$ cat src/rtl/rtc_alm_pkg.sv
package rtc_alm_pkg;
  localparam int BYTE_W   = 8;
  localparam int ADDR_W   = 5;
  localparam int N_FIELDS = 6;
  localparam int N_EVENTS = 4;

  localparam logic [ADDR_W-1:0] ALM_BASE  = 5'h07;
  localparam logic [ADDR_W-1:0] STAT_ADDR = 5'h0E;
  localparam logic [ADDR_W-1:0] ICTL_ADDR = 5'h0F;

  localparam int ST_RUN = 1;
  localparam int ST_EV0 = 2;
  localparam int ST_ALM = 6;
  localparam int ST_PWR = 7;

  typedef enum logic [1:0] {
    PER_SEC  = 2'd0,
    PER_MIN  = 2'd1,
    PER_HOUR = 2'd2,
    PER_DAY  = 2'd3
  } period_e;

  typedef struct packed {
    logic    alm_en;
    logic    tmr_en;
    period_e per;
  } ictl_t;
endpackage

$ cat src/rtl/rtc_alm_regs.sv
module rtc_alm_regs
  import rtc_alm_pkg::*;
#(
  parameter int FIELDS = N_FIELDS,
  parameter int AW     = ADDR_W,
  parameter int BW     = BYTE_W
) (
  input  logic                 clk,
  input  logic                 rst_n,
  input  logic                 wr,
  input  logic [AW-1:0]        addr,
  input  logic [BW-1:0]        wdata,
  output logic [FIELDS*BW-1:0] alm_flat,
  output ictl_t                ictl,
  output logic                 ictl_wr
);
  localparam int ICTL_W = $bits(ictl_t);

  assign ictl_wr = wr && (addr == ICTL_ADDR);

  for (genvar i = 0; i < FIELDS; i++) begin : g_field
    localparam logic [AW-1:0] FADDR = AW'(ALM_BASE + i);
    logic [BW-1:0] fld_q;
    always_ff @(posedge clk or negedge rst_n) begin
      if (!rst_n)                    fld_q <= '0;
      else if (wr && addr == FADDR)  fld_q <= wdata;
    end
    assign alm_flat[i*BW +: BW] = fld_q;
  end

  always_ff @(posedge clk or negedge rst_n) begin
    if (!rst_n)       ictl <= '0;
    else if (ictl_wr) ictl <= ictl_t'(wdata[ICTL_W-1:0]);
  end

  a_r3_ictl_load: assert property (@(posedge clk) disable iff (!rst_n)
    ictl_wr |=> (ictl == $past(wdata[ICTL_W-1:0])));

  a_r3_ictl_hold: assert property (@(posedge clk) disable iff (!rst_n)
    !ictl_wr |=> $stable(ictl));
endmodule

$ cat src/rtl/rtc_alm_match.sv
module rtc_alm_match
  import rtc_alm_pkg::*;
#(
  parameter int FIELDS = N_FIELDS,
  parameter int BW     = BYTE_W
) (
  input  logic [FIELDS*BW-1:0] alm_flat,
  input  logic [FIELDS*BW-1:0] cur_time,
  output logic                 match
);
  logic [FIELDS-1:0] eq;

  for (genvar i = 0; i < FIELDS; i++) begin : g_cmp
    assign eq[i] = (alm_flat[i*BW +: BW] == cur_time[i*BW +: BW]);
  end

  assign match = &eq;
endmodule

$ cat src/rtl/rtc_alm_status.sv
module rtc_alm_status
  import rtc_alm_pkg::*;
#(
  parameter int BW   = BYTE_W,
  parameter int NEVT = N_EVENTS
) (
  input  logic            clk,
  input  logic            rst_n,
  input  logic            stat_wr,
  input  logic [BW-1:0]   wdata,
  input  logic [NEVT-1:0] ev,
  input  logic            clk_run,
  input  logic            match,
  input  ictl_t           ictl,
  input  logic            ictl_wr,
  output logic [BW-1:0]   status,
  output logic            irq
);
  logic [BW-1:0]   w1c;
  logic [NEVT-1:0] ev_flag;
  logic            alm_q, pwr_q, pend_q;
  logic            alm_set, sel_ev;

  assign w1c     = stat_wr ? wdata : '0;
  assign alm_set = ev[0] && clk_run && match;
  assign sel_ev  = ev[ictl.per];

  for (genvar k = 0; k < NEVT; k++) begin : g_evf
    always_ff @(posedge clk or negedge rst_n) begin
      if (!rst_n) ev_flag[k] <= 1'b0;
      else        ev_flag[k] <= (ev_flag[k] & ~w1c[ST_EV0+k]) | ev[k];
    end
  end

  always_ff @(posedge clk or negedge rst_n) begin
    if (!rst_n) begin
      alm_q  <= 1'b0;
      pwr_q  <= 1'b1;
      pend_q <= 1'b0;
    end else begin
      alm_q <= (alm_q & ~w1c[ST_ALM]) | alm_set;
      pwr_q <= pwr_q & ~w1c[ST_PWR];
      if (!ictl.tmr_en)  pend_q <= 1'b0;
      else if (sel_ev)   pend_q <= 1'b1;
      else if (ictl_wr)  pend_q <= 1'b0;
    end
  end

  always_comb begin
    status                       = '0;
    status[ST_RUN]               = clk_run;
    status[ST_EV0 +: NEVT]       = ev_flag;
    status[ST_ALM]               = alm_q;
    status[ST_PWR]               = pwr_q;
  end

  assign irq = (alm_q & ictl.alm_en) | (pend_q & ictl.tmr_en);

  a_r4_alarm_on_match: assert property (@(posedge clk) disable iff (!rst_n)
    alm_set |=> status[ST_ALM]);

  a_r5_alarm_sticky: assert property (@(posedge clk) disable iff (!rst_n)
    (status[ST_ALM] && !(stat_wr && wdata[ST_ALM])) |=> status[ST_ALM]);

  a_r5_pwr_sticky: assert property (@(posedge clk) disable iff (!rst_n)
    (status[ST_PWR] && !(stat_wr && wdata[ST_PWR])) |=> status[ST_PWR]);

  a_r1_pwr_no_reassert: assert property (@(posedge clk) disable iff (!rst_n)
    !status[ST_PWR] |=> !status[ST_PWR]);

  a_r8_pend_cleared: assert property (@(posedge clk) disable iff (!rst_n)
    (ictl_wr && !sel_ev) |=> !pend_q);

  a_r9_irq_alarm_level: assert property (@(posedge clk) disable iff (!rst_n)
    (status[ST_ALM] && ictl.alm_en) |-> irq);
endmodule

$ cat src/rtl/rtc_alm_ctrl.sv
module rtc_alm_ctrl
  import rtc_alm_pkg::*;
#(
  parameter int FIELDS = N_FIELDS,
  parameter int AW     = ADDR_W,
  parameter int BW     = BYTE_W
) (
  input  logic                 clk,
  input  logic                 rst_n,
  input  logic                 reg_wr,
  input  logic [AW-1:0]        reg_addr,
  input  logic [BW-1:0]        reg_wdata,
  output logic [BW-1:0]        reg_rdata,
  input  logic [FIELDS*BW-1:0] cur_time,
  input  logic                 clk_run,
  input  logic                 ev_sec,
  input  logic                 ev_min,
  input  logic                 ev_hour,
  input  logic                 ev_day,
  output logic                 irq
);
  localparam int ICTL_W = $bits(ictl_t);

  logic [FIELDS*BW-1:0] alm_flat;
  ictl_t                ictl;
  logic                 ictl_wr;
  logic                 match;
  logic [BW-1:0]        status;
  logic                 stat_wr;
  logic [N_EVENTS-1:0]  ev;

  assign ev      = {ev_day, ev_hour, ev_min, ev_sec};
  assign stat_wr = reg_wr && (reg_addr == STAT_ADDR);

  rtc_alm_regs #(.FIELDS(FIELDS), .AW(AW), .BW(BW)) u_regs (
    .clk(clk), .rst_n(rst_n), .wr(reg_wr), .addr(reg_addr),
    .wdata(reg_wdata), .alm_flat(alm_flat), .ictl(ictl), .ictl_wr(ictl_wr)
  );

  rtc_alm_match #(.FIELDS(FIELDS), .BW(BW)) u_match (
    .alm_flat(alm_flat), .cur_time(cur_time), .match(match)
  );

  rtc_alm_status #(.BW(BW), .NEVT(N_EVENTS)) u_status (
    .clk(clk), .rst_n(rst_n), .stat_wr(stat_wr), .wdata(reg_wdata),
    .ev(ev), .clk_run(clk_run), .match(match), .ictl(ictl),
    .ictl_wr(ictl_wr), .status(status), .irq(irq)
  );

  always_comb begin
    reg_rdata = '0;
    for (int i = 0; i < FIELDS; i++) begin
      if (reg_addr == AW'(ALM_BASE + i)) reg_rdata = alm_flat[i*BW +: BW];
    end
    if (reg_addr == STAT_ADDR) reg_rdata = status;
    if (reg_addr == ICTL_ADDR) reg_rdata = BW'(ictl);
  end

  a_r11_no_unmapped_effect: assert property (@(posedge clk) disable iff (!rst_n)
    (reg_wr && (reg_addr < ALM_BASE)) |=> ($stable(alm_flat) && $stable(ictl)));

  a_r3_upper_zero: assert property (@(posedge clk) disable iff (!rst_n)
    (reg_addr == ICTL_ADDR) |-> (reg_rdata[BW-1:ICTL_W] == '0));
endmodule

$ cat config.mk
export PLATFORM = sky130hd
export DESIGN_NAME = rtc_alm_ctrl
export DESIGN_NICKNAME = d
export VERILOG_FILES = /design/src/rtl/rtc_alm_pkg.sv /design/src/rtl/rtc_alm_regs.sv /design/src/rtl/rtc_alm_match.sv /design/src/rtl/rtc_alm_status.sv /design/src/rtl/rtc_alm_ctrl.sv
export SDC_FILE = /design/constraint.sdc
export NUM_CORES = 1
export LEC_CHECK = 0
export BUFFER_PORTS_ARGS = -buffer_cell sky130_fd_sc_hd__buf_2
export CORE_MARGIN = 8
export CORE_UTILIZATION = 31
export DETAILED_ROUTE_END_ITERATION = 10
export HOLD_SLACK_MARGIN = 0.03
export PLACE_DENSITY = 0.61
export SETUP_SLACK_MARGIN = 0.5
export SLEW_MARGIN = 20
export SYNTH_ARGS = -nofsm -noshare
export SYNTH_HDL_FRONTEND = slang
export SYNTH_SLANG_ARGS = --single-unit
$ cat constraint.sdc
create_clock -name clk -period 1.8 [get_ports clk]
set_input_delay 0.09 -clock clk [delete_from_list [all_inputs] [get_ports clk]]
set_output_delay 0.09 -clock clk [all_outputs]
set_load 0.05 [all_outputs]
==> summary.txt <==
Setup path
  – Critical Path RT: 1.71 ns
  – CP arrival: 1.63 ns
  – Crit path kind: reg2out
  – CP startpoint kind: flip-flop
  – CP Max Fanout: 2
  – Crit path capture type: primary output

Global route
  – Total global routing overflow: 0
  – First-pass GRT wire length: 17,800 µm
  – Initial antenna violation count: 0
  – Vias in the first global route: between 3,000 and 4,000
  – Largest net degree at the start of global routing: 38
  – Total GRT Usage: 15.8%

Placement
  – Routability Congestion: 0.872
  – Cell Count Post-Placement: approximately 550
  – Detailed placement HPWL: 8680 µm
  – IO buf count: 77

Timing
  – Clk_skew: 0.00836 ns
  – Slew Viols, Final: 0
  – Fin. Hold Viols: 0
  – Fmax: ~580 MHz
  – Pin slew with the least headroom to its limit: 0.559 ns
  – Max-slew headroom: a little over three fifths
  – Final min period: 1.72 ns
  – Final Cycle Share: 95.6%
  – Setup tns final: 0 ns
  – Unrepaired setup endpoints after global routing: yes
  – Count of final setup violators: 0

Layout
  – Share of layout cells above drive strength 1: 45.0%
  – Number of diodes: 0
  – Area Overhead vs Synth: 40.8%
  – Final non-filler cell total: 593
  – Final nets: between 500 and 600

Power
  – Clock share of power: 35.1%
  – Int Pwr: 3.14 mW
  – Peak supply drop: 0.000406 V
  – Sw frac: approximately 30%
  – Pleak: 2.24 nW
  – Register share of total power: 40.5%
  – Net Sw Power: 1.34 mW
  – Gate power share: 24.4%
  – Pwr dens: 913 nW/µm²

Routing
  – Via count: 2,994
  – Pre-antenna DRT Iters: 5
  – ANT nets after route: 0
  – Post-Route WL: 11,500 µm
  – DRC: 0
  – Avg WL per Cell: 19.3 µm
  – DR iter-0 viols: 209
  – Vias/cell: 5.05

Clock network
  – H-tree depth: 3
  – Num CTS Buffers: 9
  – TritonCTS clock tree: done
  – Worst-path clk slew: 0.05 ns
  – Root Buffer Master: clkbuf_16
  – Sink Count: 59
  – Buffer depth of the longest clock path: 2
  – Clock insertion delay at the later pin of the skew report: 0.33 ns

Floorplanning
  – Starting density of the core: 31.9%
  – Area of the core: 10,900 µm²
  – Die ar.: 14,900 µm²
  – Top-level I/O count: 78
  – Num rows: 38
  – Die W: 122 µm
  – Die Y: roughly 120 µm

Synthesis
  – Yosys top cell area share: 41.6%
  – Sequential area share after synthesis: 42.4%
  – Total nets after synthesis: about 390
  – Most frequent cell after synthesis: dfrtp_1
  – Post-synth cell types: 52
  – Post-Syn Area per Cell: 10.7 µm²
  – Top cells by area, synth: dfrtp_1 42%, mux2_1 10%, mux2_2 5.5%
  – Synth Flop Type: dfrtp_1
  – Synth area leader: dfrtp_1
  – Yosys warns: 0
  – EDFF count, synth: 0
  – Asr flop ratio synth: 100%
  – Post-Synthesis Cells: 325
  – Mapped cell area: 3490 µm²
  – Post-synth top cells: 58 x dfrtp_1, 32 x mux2_1, 20 x xnor2_1, 20 x xor2_1, 19 x inv_1
  – Yosys reg bits: 59

Min path
  – Hold WC Path Type: in2reg

Run
  – MaxCap Viol Count: 0

Status
  – Status: finished clean
==> logic make-up (layout without fill, tap and decap cells) <==
family	after synthesis	after routing	share of synthesized area, %
muxes	50	50	16.5
DFF	59	59	42.4
buffers and inverters	34	161	4.70
and+or+nand+nor	73	74	13.2
AOI/OAI and AO/OA	69	69	13.3
xor gates and xnor gates	40	40	10.0
==> path summary, 6_finish.rpt <==
kind | from | endpoint | slack, ns | cells after the start
worst max-delay path | u_regs.g_field[1].fld_q[1] | reg_rdata[1] | 0.08 | 6
worst max register to register | u_regs.g_field[1].fld_q[4] | u_status.alm_q | 0.16 | 5
worst min-delay path | reg_wdata[7] | u_status.pwr_q | 0.08 | 2
max in group asynchronous | rst_n | u_status.pwr_q | 0.86 | 3
worst min register to register | u_status.status[5] | u_status.status[5] | 0.48 | 1
min in group asynchronous | rst_n | u_regs.g_field[3].fld_q[5] | 0.29 | 2
==> routing by layer <==
layer	vias up	share of wire, %	GRT usage [%]
met5	-	0	0
li1	1426	-	-
met3	17	7.1	3.56
met4	0	2.0	6.55
met1	1450	42	19.1
met2	101	49	26.6
==> per-stage QoR <==
step / utilization, % / setup slack [ns] / hold WS, ns / cell area, µm² / total power, mW
final: 44.9 / 0.0783 / 0.0805 / 4910 / 4.48
after global routing: 44.9 / 0.0239 / 0.0898 / 4910 / 4.69
after CTS: 44.0 / 0.0806 / 0.0786 / 4810 / 4.45
after detailed placement: 38.5 / 0.0880 / 0.110 / 4210 / 2.72
after global placement: 38.5 / 0.131 / 0.103 / 4210 / 2.69
after floorplan: - / 0.263 / -0.206 / 3570 / 2.36
==> what timing repair did <==
| item | 4_1_cts | 5_1_grt |
|---|---|---|
| resized for setup | 34 | 20 |
| hold buffers | 5 | 0 |
| setup endpoints to repair | 10 | 36 |
| cloned | 1 | 1 |
| pin swaps | 16 | 19 |
| hold endpoints to repair | 26 | 0 |
| setup buffers | 16 | 3 |
==> critical path, stage by stage, from the launching register on <==
cell and delay (ns):
dfrtp_1 0.40, nor3_2 0.14, a211oi_1 0.07, a21o_1 0.17, a221oi_2 0.31, nor2_4 0.07, buf_8 0.16
==> power groups by stage <==
stage                     sequential, mW  combinational [mW]  clock [mW]
final                               1.81                1.09        1.58
after global routing                1.84                1.19        1.66
after CTS                           1.81                1.06        1.59
after detailed placement            1.85               0.861           0
after global placement              1.85               0.839           0
after floorplan                     1.76               0.610           0
==> final cells by class <==
cell class / count / area, µm²
fillers: 1043 / 6020
multi-input cells: 233 / 2050
flip-flops and latches: 59 / 1480
repair buffers: 125 / 852
clock buffers: 11 / 253
well taps: 140 / 175
inverters: 21 / 78.8
clock inverters: 4 / 26.3
==> placed cells by master, fill, tap and decap left out, drive strengths merged, types with 2 or more instances in the layout <==
cell and instances:
buf 119, dfrtp 58, mux2 49, inv 21, xor2 20, xnor2 20, nor2 19, a21oi 17
nand2 16, clkbuf 12, o21ai 12, a21o 7, nor4 7, nand4 6, nand2b 5, dlygate4sd3 5
o22ai 5, nor3 5, a31oi 4, a31o 4, a22oi 4, o32ai 4, nand3b 4, nand3 4
a211oi 3, clkinv 3, or3b 2, o2bb2ai 2, nand4b 2, a221oi 2
==> flip-flops by register name, summed over array words and instances (netlist names) <==
name / count
u_regs.g_field.fld_q: 48
u_status.pend_q: 1
u_status.status: 4
u_regs.ictl: 4
u_status.pwr_q: 1
u_status.alm_q: 1
(Power assumes the default switching activity.)
